<file path="config.mk">
export PLATFORM = sky130hd
export DESIGN_NAME = fdb_cmd_engine
export DESIGN_NICKNAME = d
export VERILOG_FILES = /design/src/rtl/fdb_pkg.sv /design/src/rtl/fdb_entry_store.sv /design/src/rtl/fdb_scan_seq.sv /design/src/rtl/fdb_slot_eval.sv /design/src/rtl/fdb_cmd_engine.sv
export SDC_FILE = /design/constraint.sdc
export NUM_CORES = 2
export LEC_CHECK = 0
export ABC_CLOCK_PERIOD_IN_PS = 11970
export CAP_MARGIN = 15
export CORE_UTILIZATION = 60
export DETAILED_ROUTE_END_ITERATION = 8
export GPL_TIMING_DRIVEN = 0
export PLACE_DENSITY = 0.77
export SLEW_MARGIN = 20
export SYNTH_ARGS = -nofsm -noshare
export SYNTH_HDL_FRONTEND = slang
export SYNTH_SLANG_ARGS = --single-unit
</file>
<file path="constraint.sdc">
create_clock -name clk -period 11.97 [get_ports clk]
set_clock_uncertainty 0.15 [all_clocks]
set_input_delay 1.197 -clock clk [delete_from_list [all_inputs] [get_ports clk]]
set_output_delay 1.197 -clock clk [all_outputs]
set_load 0.1 [all_outputs]
</file>
<file path="src/rtl/fdb_pkg.sv">
// Shared opcodes and word-field positions for the forwarding table engine.
// Assumes the command word layout given in the block brief.
package fdb_pkg;

    typedef enum logic [2:0] {
        OP_NONE       = 3'd0,
        OP_FLUSH_ALL  = 3'd1,
        OP_LOAD       = 3'd2,
        OP_PURGE      = 3'd3,
        OP_FLUSH_DYN  = 3'd4,
        OP_FLUSH_PORT = 3'd5,
        OP_NEXT       = 3'd6,
        OP_FIND       = 3'd7
    } fdb_op_e;

    localparam int CMD_BUSY_BIT   = 3;
    localparam int CMD_STATIC_BIT = 4;
    localparam int CMD_PORT_LSB   = 8;
    localparam int CMD_VIOL_BIT   = 12;
    localparam int CMD_MAC_LSB    = 16;
    localparam int ATTR_PORT_LSB  = 16;
    localparam int MAC_W          = 48;
    localparam int ENT_W          = MAC_W + 32;
    localparam logic [3:0] ST_STATIC = 4'hF;
    localparam logic [3:0] ST_EMPTY  = 4'h0;

endpackage

</file>
<file path="src/rtl/fdb_entry_store.sv">
// Register array of table slots: one indexed read, one indexed write.
// Assumes a single writer per cycle; writing zero empties a slot.
module fdb_entry_store #(
    parameter int DEPTH = 16,
    parameter int ENT_W = 80,
    parameter int IDX_W = (DEPTH > 1) ? $clog2(DEPTH) : 1
) (
    input  logic             clk,
    input  logic             rst_n,
    input  logic [IDX_W-1:0] rd_idx,
    output logic [ENT_W-1:0] rd_ent,
    input  logic             wr_en,
    input  logic [IDX_W-1:0] wr_idx,
    input  logic [ENT_W-1:0] wr_ent
);

    logic [ENT_W-1:0] slot_q [DEPTH];

    // Slot storage: cleared on reset, written one slot at a time.
    always_ff @(posedge clk) begin
        for (int k = 0; k < DEPTH; k++) begin
            if (!rst_n) begin
                slot_q[k] <= '0;
            end else if (wr_en && wr_idx == IDX_W'(k)) begin
                slot_q[k] <= wr_ent;
            end
        end
    end

    // Combinational read of the slot under scan.
    assign rd_ent = slot_q[rd_idx];


    wr_range_chk: assert property (@(posedge clk) disable iff (!rst_n)
        wr_en |-> (32'(wr_idx) < DEPTH));

endmodule

</file>
<file path="src/rtl/fdb_scan_seq.sv">
// Operation sequencer: idle, one scan cycle per slot, one commit cycle.
// Assumes start is only raised while idle.
module fdb_scan_seq #(
    parameter int DEPTH = 16,
    parameter int IDX_W = (DEPTH > 1) ? $clog2(DEPTH) : 1
) (
    input  logic             clk,
    input  logic             rst_n,
    input  logic             start,
    output logic             busy,
    output logic             scan,
    output logic             fin,
    output logic [IDX_W-1:0] idx
);

    typedef enum logic [1:0] {S_IDLE, S_SCAN, S_FIN} seq_e;
    localparam int CNT_W = $clog2(DEPTH + 2) + 1;

    seq_e             state_q;
    logic [CNT_W-1:0] busy_cnt_q;

    // State and slot index progression.
    always_ff @(posedge clk) begin
        if (!rst_n) begin
            state_q <= S_IDLE;
            idx     <= '0;
        end else begin
            case (state_q)
                S_IDLE: if (start) begin
                    state_q <= S_SCAN;
                    idx     <= '0;
                end
                S_SCAN: if (idx == IDX_W'(DEPTH - 1)) begin
                    state_q <= S_FIN;
                end else begin
                    idx <= idx + 1'b1;
                end
                default: state_q <= S_IDLE;
            endcase
        end
    end

    assign busy = (state_q != S_IDLE);
    assign scan = (state_q == S_SCAN);
    assign fin  = (state_q == S_FIN);

    // Length of the current busy window, for the bound check below.
    always_ff @(posedge clk) begin
        if (!rst_n)    busy_cnt_q <= '0;
        else if (busy) busy_cnt_q <= busy_cnt_q + 1'b1;
        else           busy_cnt_q <= '0;
    end


    busy_len_chk: assert property (@(posedge clk) disable iff (!rst_n)
        busy |-> (32'(busy_cnt_q) <= DEPTH));


    start_idle_chk: assert property (@(posedge clk) disable iff (!rst_n)
        start |-> !busy);


    busy_drop_chk: assert property (@(posedge clk) disable iff (!rst_n)
        $fell(busy) |-> $past(fin));

endmodule

</file>
<file path="src/rtl/fdb_slot_eval.sv">
// Per-slot decision logic: validity, MAC match, and flush/purge removal.
// Assumes status 0 marks an empty slot and 15 a static one.
module fdb_slot_eval
    import fdb_pkg::*;
#(
    parameter int NPORTS = 7,
    parameter int PORT_W = 3
) (
    input  fdb_op_e           op,
    input  logic [MAC_W-1:0]  slot_mac,
    input  logic [3:0]        slot_status,
    input  logic [NPORTS-1:0] slot_ports,
    input  logic [MAC_W-1:0]  key_mac,
    input  logic [PORT_W-1:0] port_sel,
    input  logic              static_en,
    output logic              valid,
    output logic              mac_hit,
    output logic              kill
);

    logic [NPORTS-1:0] sel_mask;
    logic              port_hit;
    logic              is_static;

    // Decode slot properties and the removal decision for flush-type ops.
    always_comb begin
        valid     = (slot_status != ST_EMPTY);
        is_static = (slot_status == ST_STATIC);
        mac_hit   = valid && (slot_mac == key_mac);
        sel_mask  = NPORTS'(1) << port_sel;
        port_hit  = |(slot_ports & sel_mask);
        case (op)
            OP_FLUSH_ALL:  kill = valid;
            OP_FLUSH_DYN:  kill = valid && !is_static;
            OP_FLUSH_PORT: kill = valid && port_hit && (static_en || !is_static);
            OP_PURGE:      kill = mac_hit;
            default:       kill = 1'b0;
        endcase
    end

endmodule

</file>
<file path="src/rtl/fdb_cmd_engine.sv">
// Forwarding table command engine: host word registers, per-op scan
// bookkeeping, commit of loads and results, and the sticky violation flag.
// Assumes the host waits for busy to clear before the next command.
module fdb_cmd_engine
    import fdb_pkg::*;
#(
    parameter int DEPTH  = 16,
    parameter int NPORTS = 7
) (
    input  logic        clk,
    input  logic        rst_n,
    input  logic        host_we,
    input  logic [1:0]  host_sel,
    input  logic [31:0] host_wdata,
    output logic [31:0] cmd_word,
    output logic [31:0] key_word,
    output logic [31:0] attr_word
);

    localparam int IDX_W  = (DEPTH > 1) ? $clog2(DEPTH) : 1;
    localparam int PORT_W = (NPORTS > 1) ? $clog2(NPORTS) : 1;

    logic [15:0]       mac_lo_q;
    logic [31:0]       key_q;
    logic [31:0]       attr_q;
    logic [PORT_W-1:0] port_q;
    logic              st_en_q;
    logic              viol_q;
    fdb_op_e           op_q;

    logic              hit_q, free_q, pass_q;
    logic [IDX_W-1:0]  hit_idx_q, free_idx_q;
    logic [ENT_W-1:0]  res_ent_q;

    logic              busy, scan, fin, start, host_ok;
    logic [IDX_W-1:0]  idx;
    logic [ENT_W-1:0]  slot_ent;
    logic [MAC_W-1:0]  key_mac;
    logic              s_valid, s_hit, s_kill;
    logic              wr_en;
    logic [IDX_W-1:0]  wr_idx;
    logic [ENT_W-1:0]  wr_ent;

    assign key_mac = {key_q, mac_lo_q};
    assign host_ok = host_we && !busy;
    assign start   = host_ok && (host_sel == 2'd0) && host_wdata[CMD_BUSY_BIT];

    fdb_scan_seq #(.DEPTH(DEPTH), .IDX_W(IDX_W)) u_seq (
        .clk(clk), .rst_n(rst_n), .start(start),
        .busy(busy), .scan(scan), .fin(fin), .idx(idx)
    );

    fdb_entry_store #(.DEPTH(DEPTH), .ENT_W(ENT_W), .IDX_W(IDX_W)) u_store (
        .clk(clk), .rst_n(rst_n), .rd_idx(idx), .rd_ent(slot_ent),
        .wr_en(wr_en), .wr_idx(wr_idx), .wr_ent(wr_ent)
    );

    fdb_slot_eval #(.NPORTS(NPORTS), .PORT_W(PORT_W)) u_eval (
        .op(op_q),
        .slot_mac(slot_ent[ENT_W-1:32]),
        .slot_status(slot_ent[3:0]),
        .slot_ports(slot_ent[ATTR_PORT_LSB +: NPORTS]),
        .key_mac(key_mac), .port_sel(port_q), .static_en(st_en_q),
        .valid(s_valid), .mac_hit(s_hit), .kill(s_kill)
    );

    // Table write port: removals during the scan, load commit at the end.
    always_comb begin
        wr_en  = (scan && s_kill) || (fin && op_q == OP_LOAD && (hit_q || free_q));
        wr_idx = fin ? (hit_q ? hit_idx_q : free_idx_q) : idx;
        wr_ent = fin ? {key_mac, attr_q} : '0;
    end

    // Host-visible words: host writes when idle, results and flag at commit.
    always_ff @(posedge clk) begin
        if (!rst_n) begin
            mac_lo_q <= '0;
            key_q    <= '0;
            attr_q   <= '0;
            port_q   <= '0;
            st_en_q  <= 1'b0;
            viol_q   <= 1'b0;
            op_q     <= OP_NONE;
        end else begin
            if (host_ok) begin
                case (host_sel)
                    2'd0: begin
                        mac_lo_q <= host_wdata[CMD_MAC_LSB +: 16];
                        port_q   <= host_wdata[CMD_PORT_LSB +: PORT_W];
                        st_en_q  <= host_wdata[CMD_STATIC_BIT];
                        if (host_wdata[CMD_VIOL_BIT]) viol_q <= 1'b0;
                        if (host_wdata[CMD_BUSY_BIT]) op_q <= fdb_op_e'(host_wdata[2:0]);
                    end
                    2'd1:    key_q  <= host_wdata;
                    2'd2:    attr_q <= host_wdata;
                    default: ;
                endcase
            end
            if (fin) begin
                case (op_q)
                    OP_LOAD:  if (!hit_q && !free_q) viol_q <= 1'b1;
                    OP_PURGE, OP_FLUSH_PORT: if (!hit_q) viol_q <= 1'b1;
                    OP_FIND, OP_NEXT: {key_q, mac_lo_q, attr_q} <= hit_q ? res_ent_q : '0;
                    default: ;
                endcase
            end
        end
    end

    // Per-operation scan bookkeeping: hit, free slot, walk position, result.
    always_ff @(posedge clk) begin
        if (!rst_n) begin
            hit_q      <= 1'b0;
            free_q     <= 1'b0;
            pass_q     <= 1'b0;
            hit_idx_q  <= '0;
            free_idx_q <= '0;
            res_ent_q  <= '0;
        end else if (start) begin
            hit_q  <= 1'b0;
            free_q <= 1'b0;
            pass_q <= ({key_q, host_wdata[CMD_MAC_LSB +: 16]} == '0);
        end else if (scan) begin
            case (op_q)
                OP_LOAD: begin
                    if (s_hit && !hit_q) begin
                        hit_q     <= 1'b1;
                        hit_idx_q <= idx;
                    end
                    if (!s_valid && !free_q) begin
                        free_q     <= 1'b1;
                        free_idx_q <= idx;
                    end
                end
                OP_PURGE, OP_FLUSH_PORT: if (s_kill) hit_q <= 1'b1;
                OP_FIND: if (s_hit && !hit_q) begin
                    hit_q     <= 1'b1;
                    res_ent_q <= slot_ent;
                end
                OP_NEXT: if (!hit_q) begin
                    if (pass_q && s_valid) begin
                        hit_q     <= 1'b1;
                        res_ent_q <= slot_ent;
                    end else if (s_hit) begin
                        pass_q <= 1'b1;
                    end
                end
                default: ;
            endcase
        end
    end

    assign cmd_word  = {mac_lo_q, 3'b000, viol_q, 4'(port_q), 3'b000,
                        st_en_q, busy, op_q};
    assign key_word  = key_q;
    assign attr_word = attr_q;


    viol_rise_chk: assert property (@(posedge clk) disable iff (!rst_n)
        $rose(viol_q) |-> $past(fin));


    busy_write_ignored_chk: assert property (@(posedge clk) disable iff (!rst_n)
        (busy && !fin) |=> $stable(attr_q) && $stable(key_q));


    find_miss_zero_chk: assert property (@(posedge clk) disable iff (!rst_n)
        (fin && op_q == OP_FIND && !hit_q) |=> (attr_q == '0) && (key_q == '0));


    full_load_viol_chk: assert property (@(posedge clk) disable iff (!rst_n)
        (fin && op_q == OP_LOAD && !hit_q && !free_q) |=> viol_q);

endmodule

</file>
==> qor.txt <==
Run status: complete, no violations
Met3 Use GR: 18.6%
Die area: 114,000 um^2
Post-Syn Instances: 4,690
Synth area leader: sky130_fd_sc_hd__edfxtp_1
First-pass GRT wire length: 351 mm
Sinks on Clock Net: 1,469
Number of antenna violations at the first check in global routing: 20
Horizontal die dimension: 337 um
Area of all placed cells without fillers: 78,400 um^2
All-Layer GR Usage: 45.9%
Flop and latch count out of synthesis: 1,469
Max Buffers Root-to-Sink: 3
Routed via count divided by cell count: 6.94
Clk root buf: sky130_fd_sc_hd__clkbuf_16
CP endpoint kind: flop
Largest net degree at the start of global routing: 17
Mean Syn Cell Area: 14.4 um^2
Crit start category: flop
Post-CTS Hold Buffers: 0
Met1 global-route usage: 59.9%
Overall routed net length: 259 mm
Maximum operating frequency: 96.3 MHz
Total placed cells including tap cells: 6,471
Count of final hold-check violations: 0
Starting density of the core: 60.8%
Required @ worst endpoint: 12,300 ps
Sequential area share after synthesis: 62.5%
Layer with the highest usage: met2
Num ports: 133
Type of the worst min-delay path: reg2reg
Maximum vdd drop: 127 uV
Post-CTS Setup Bufs: 0
Worst slew margin relative to its limit: 11.8%
Met2 Track Usage GR: 63.8%
Category of the critical setup timing path: reg2reg
Setup repair after global routing missed its margin: false
Top FF cell, synth: sky130_fd_sc_hd__edfxtp_1
Detailed placer's ending HPWL: 181 mm
Total negative setup slack: 0 ps
Async set or reset register ratio after synthesis: 0%
Area growth from synthesis to layout: 16.1%
Initial DRC count: 8,755
Die Height: 337 um
Floorplan core area: 111,000 um^2
CTS tree: done
Antenna Nets Post-Route: 0
Distinct cell type count of the synthesized netlist: 73
Count of flip-flops with a built-in enable after synthesis: 1,280
Port Buffer Count: 124
Non-filler instance count after layout: 6,782
Max-slew violation count: 0
Count of vias placed by the detailed router: 47,000
Standard-cell rows: 122
CTS HTree Levels: 4
Number of global-route vias before repair: 44,800
Grt ovf: 0
Leakage power total: 28.0 nW
Number of CTS-inserted buffers: 154
Max capacitance violation total: 0
Final Cycle Share: 86.8%
Placer congestion estimate: 1.05
Setup violators final: 0
Post-placement cell area: 73,100 um^2
Worst Path Arrival: 10,710 ps
Warnings from Yosys: 0
Clock period minus final worst setup slack: 10,380 ps
Biggest area contributors in the synthesized netlist: sky130_fd_sc_hd__edfxtp_1 57%, sky130_fd_sc_hd__and2_1 12%, sky130_fd_sc_hd__mux4_2 10%, sky130_fd_sc_hd__dfxtp_1 5.6%, sky130_fd_sc_hd__mux2i_1 4.3%
Count of TritonRoute iterations in the first routing pass: 8
Netlist area before placement: 67,500 um^2
Source-to-sink clock delay at the later pin of the worst-skew pair: 790 ps
Area fraction of the dominant cell type after synthesis: 56.9%
Total power per unit cell area: 148 nW/um^2
Highest fanout seen on the critical path: 11
Clock-pin slew reported for the worst setup and hold paths after clock tree synthesis: 60 ps
Slew at the pin with the worst max-slew slack: 1320 ps
Reg-to-reg setup timing slack: 1590 ps
Number of instances resized during post-cts repair: 0
Residual DRC count: 0
Average wire length per cell after detail routing: 38.1 um
Final layout net count: 5,178
Design Power: 11.6 mW
Share of cells above drive strength 1: 17.7%
==> layout by cell type (no fill, tap or decap), types with 10 or more instances in the layout <==
cell | synthesis | layout
sky130_fd_sc_hd__clkinv_1 | 1 | 29
sky130_fd_sc_hd__and2_1 | 1291 | 1291
sky130_fd_sc_hd__clkbuf_2 | 73 | 85
sky130_fd_sc_hd__buf_1 | 58 | 40
sky130_fd_sc_hd__mux2i_1 | 288 | 288
sky130_fd_sc_hd__o21a_1 | 10 | 10
sky130_fd_sc_hd__edfxtp_1 | 1280 | 1280
sky130_fd_sc_hd__clkdlybuf4s50_1 | 0 | 124
sky130_fd_sc_hd__buf_6 | 6 | 89
sky130_fd_sc_hd__o31ai_4 | 0 | 16
sky130_fd_sc_hd__nand2b_1 | 14 | 14
sky130_fd_sc_hd__buf_2 | 30 | 47
sky130_fd_sc_hd__clkbuf_16 | 0 | 158
sky130_fd_sc_hd__o21ai_0 | 24 | 23
sky130_fd_sc_hd__diode_2 | 0 | 23
sky130_fd_sc_hd__nor2_1 | 52 | 50
sky130_fd_sc_hd__buf_4 | 30 | 30
sky130_fd_sc_hd__xor2_1 | 21 | 21
sky130_fd_sc_hd__mux2_2 | 16 | 16
sky130_fd_sc_hd__nand2_1 | 218 | 218
sky130_fd_sc_hd__dfxtp_1 | 189 | 189
sky130_fd_sc_hd__a211oi_1 | 84 | 84
sky130_fd_sc_hd__buf_8 | 1 | 78
sky130_fd_sc_hd__bufinv_16 | 0 | 17
sky130_fd_sc_hd__a221oi_1 | 12 | 12
sky130_fd_sc_hd__a21oi_1 | 103 | 103
sky130_fd_sc_hd__mux4_2 | 312 | 312
sky130_fd_sc_hd__nand3_1 | 34 | 34
sky130_fd_sc_hd__xnor2_1 | 42 | 42
sky130_fd_sc_hd__nor3_1 | 19 | 19
sky130_fd_sc_hd__clkbuf_1 | 262 | 282
sky130_fd_sc_hd__clkinv_2 | 0 | 24
sky130_fd_sc_hd__nor4_1 | 21 | 20
sky130_fd_sc_hd__o22ai_1 | 22 | 22
sky130_fd_sc_hd__a22oi_1 | 25 | 25
sky130_fd_sc_hd__nor2b_1 | 13 | 12
sky130_fd_sc_hd__a211oi_4 | 9 | 16
==> cells in the mapped netlist (all sizes together), types with 22 or more instances <==
library cell,n
a211oi,101
a21oi,103
a22oi,25
and2,1292
buf,125
clkbuf,335
dfxtp,189
edfxtp,1280
mux2i,288
mux4,312
nand2,218
nand3,34
nor2,52
o21ai,24
o22ai,22
xnor2,42
==> cell type report <==
cell class | instances | area [um^2]
Tap cell | 1488 | 1860
Timing Repair Buffer | 288 | 3430
Inverter | 11 | 41.3
Sequential cell | 1469 | 42200
Fill cell | 7356 | 32700
Clock buffer | 199 | 4200
Buffer | 460 | 2060
Multi-Input combinational cell | 2756 | 23600
Antenna cell | 23 | 57.6
Clock inverter | 88 | 975
==> worst paths after layout <==
path | startpoint | depth (start not counted) | to
worst min-delay path | res_ent_q[11] | 2 | res_ent_q[11]
worst max register to register | flop | 23 | u_store.slot_q[6][10]
worst min register to register | res_ent_q[11] | 2 | res_ent_q[11]
worst max-delay path | flop | 23 | u_store.slot_q[6][10]
==> logic make-up after synthesis <==
group                    count (synthesis)  synth area share (%)
XOR/XNOR                                63                 0.817
flip-flops                            1469                  62.5
buffers and inverters                  471                  3.06
AO/OA/AOI/OAI                          368                  3.95
other                                    1               0.00555
AND/OR/NAND/NOR                       1701                  14.7
multiplexers                           616                  14.9
adder cells (fa/ha/maj)                  1                0.0185
==> flip-flops by register name (all words and copies together) (netlist names), named ones only <==
signal,flops
res_ent_q,80
attr_word,32
port_q,3
u_seq.idx,4
hit_q,1
st_en_q,1
op_q,3
free_idx_q,4
u_seq.state_q,2
free_q,1
viol_q,1
u_store.slot_q,1280
hit_idx_q,4
mac_lo_q,16
pass_q,1
key_word,32
==> critical path, cell delays in order (launching register included) <==
cell and delay, ps:
sky130_fd_sc_hd__dfxtp_1 410, sky130_fd_sc_hd__clkbuf_1 460, sky130_fd_sc_hd__buf_1 780, sky130_fd_sc_hd__clkinv_1 1020, sky130_fd_sc_hd__clkbuf_2 780, sky130_fd_sc_hd__mux2i_1 530, sky130_fd_sc_hd__xor2_1 140, sky130_fd_sc_hd__nor4_1 920
sky130_fd_sc_hd__nand4_1 450, sky130_fd_sc_hd__or4_1 610, sky130_fd_sc_hd__buf_4 240, sky130_fd_sc_hd__and2_0 210, sky130_fd_sc_hd__clkbuf_1 340, sky130_fd_sc_hd__clkbuf_1 560, sky130_fd_sc_hd__o31ai_4 410, sky130_fd_sc_hd__buf_6 250
sky130_fd_sc_hd__buf_6 200, sky130_fd_sc_hd__buf_6 240, sky130_fd_sc_hd__buf_6 230, sky130_fd_sc_hd__buf_6 210, sky130_fd_sc_hd__buf_8 190, sky130_fd_sc_hd__buf_6 210, sky130_fd_sc_hd__buf_6 220, sky130_fd_sc_hd__buf_8 200
==> layer usage <==
| metal | wire length, um | up-vias |
|---|---|---|
| met2 | 107000 | 4484 |
| met1 | 87900 | 23500 |
| met5 | 37 | - |
| met4 | 19500 | 6 |
| met3 | 44300 | 978 |
| li1 | - | 18100 |
==> stage by stage <==
step / hold slack (ps) / util (%) / setup WS (ps)
3_3_place_gp: 296 / 63.6 / -10120
3_5_place_dp: 302 / 65.8 / 2170
4_1_cts: 312 / 70.5 / 2130
6_report: 313 / 70.6 / 1590
5_1_grt: 332 / 70.5 / 1870
2_1_floorplan: 288 / - / 1540
==> power by group <==
group          leakage, nW  internal (mW)  total [mW]  switching, mW
Clock                 2.53           2.86        4.96           2.10
Sequential            13.8           5.77        5.86         0.0898
Combinational         11.7          0.260       0.793          0.533
Total                 28.0           8.89        11.6           2.72
Note: power is estimated with default switching activity, not from simulation.
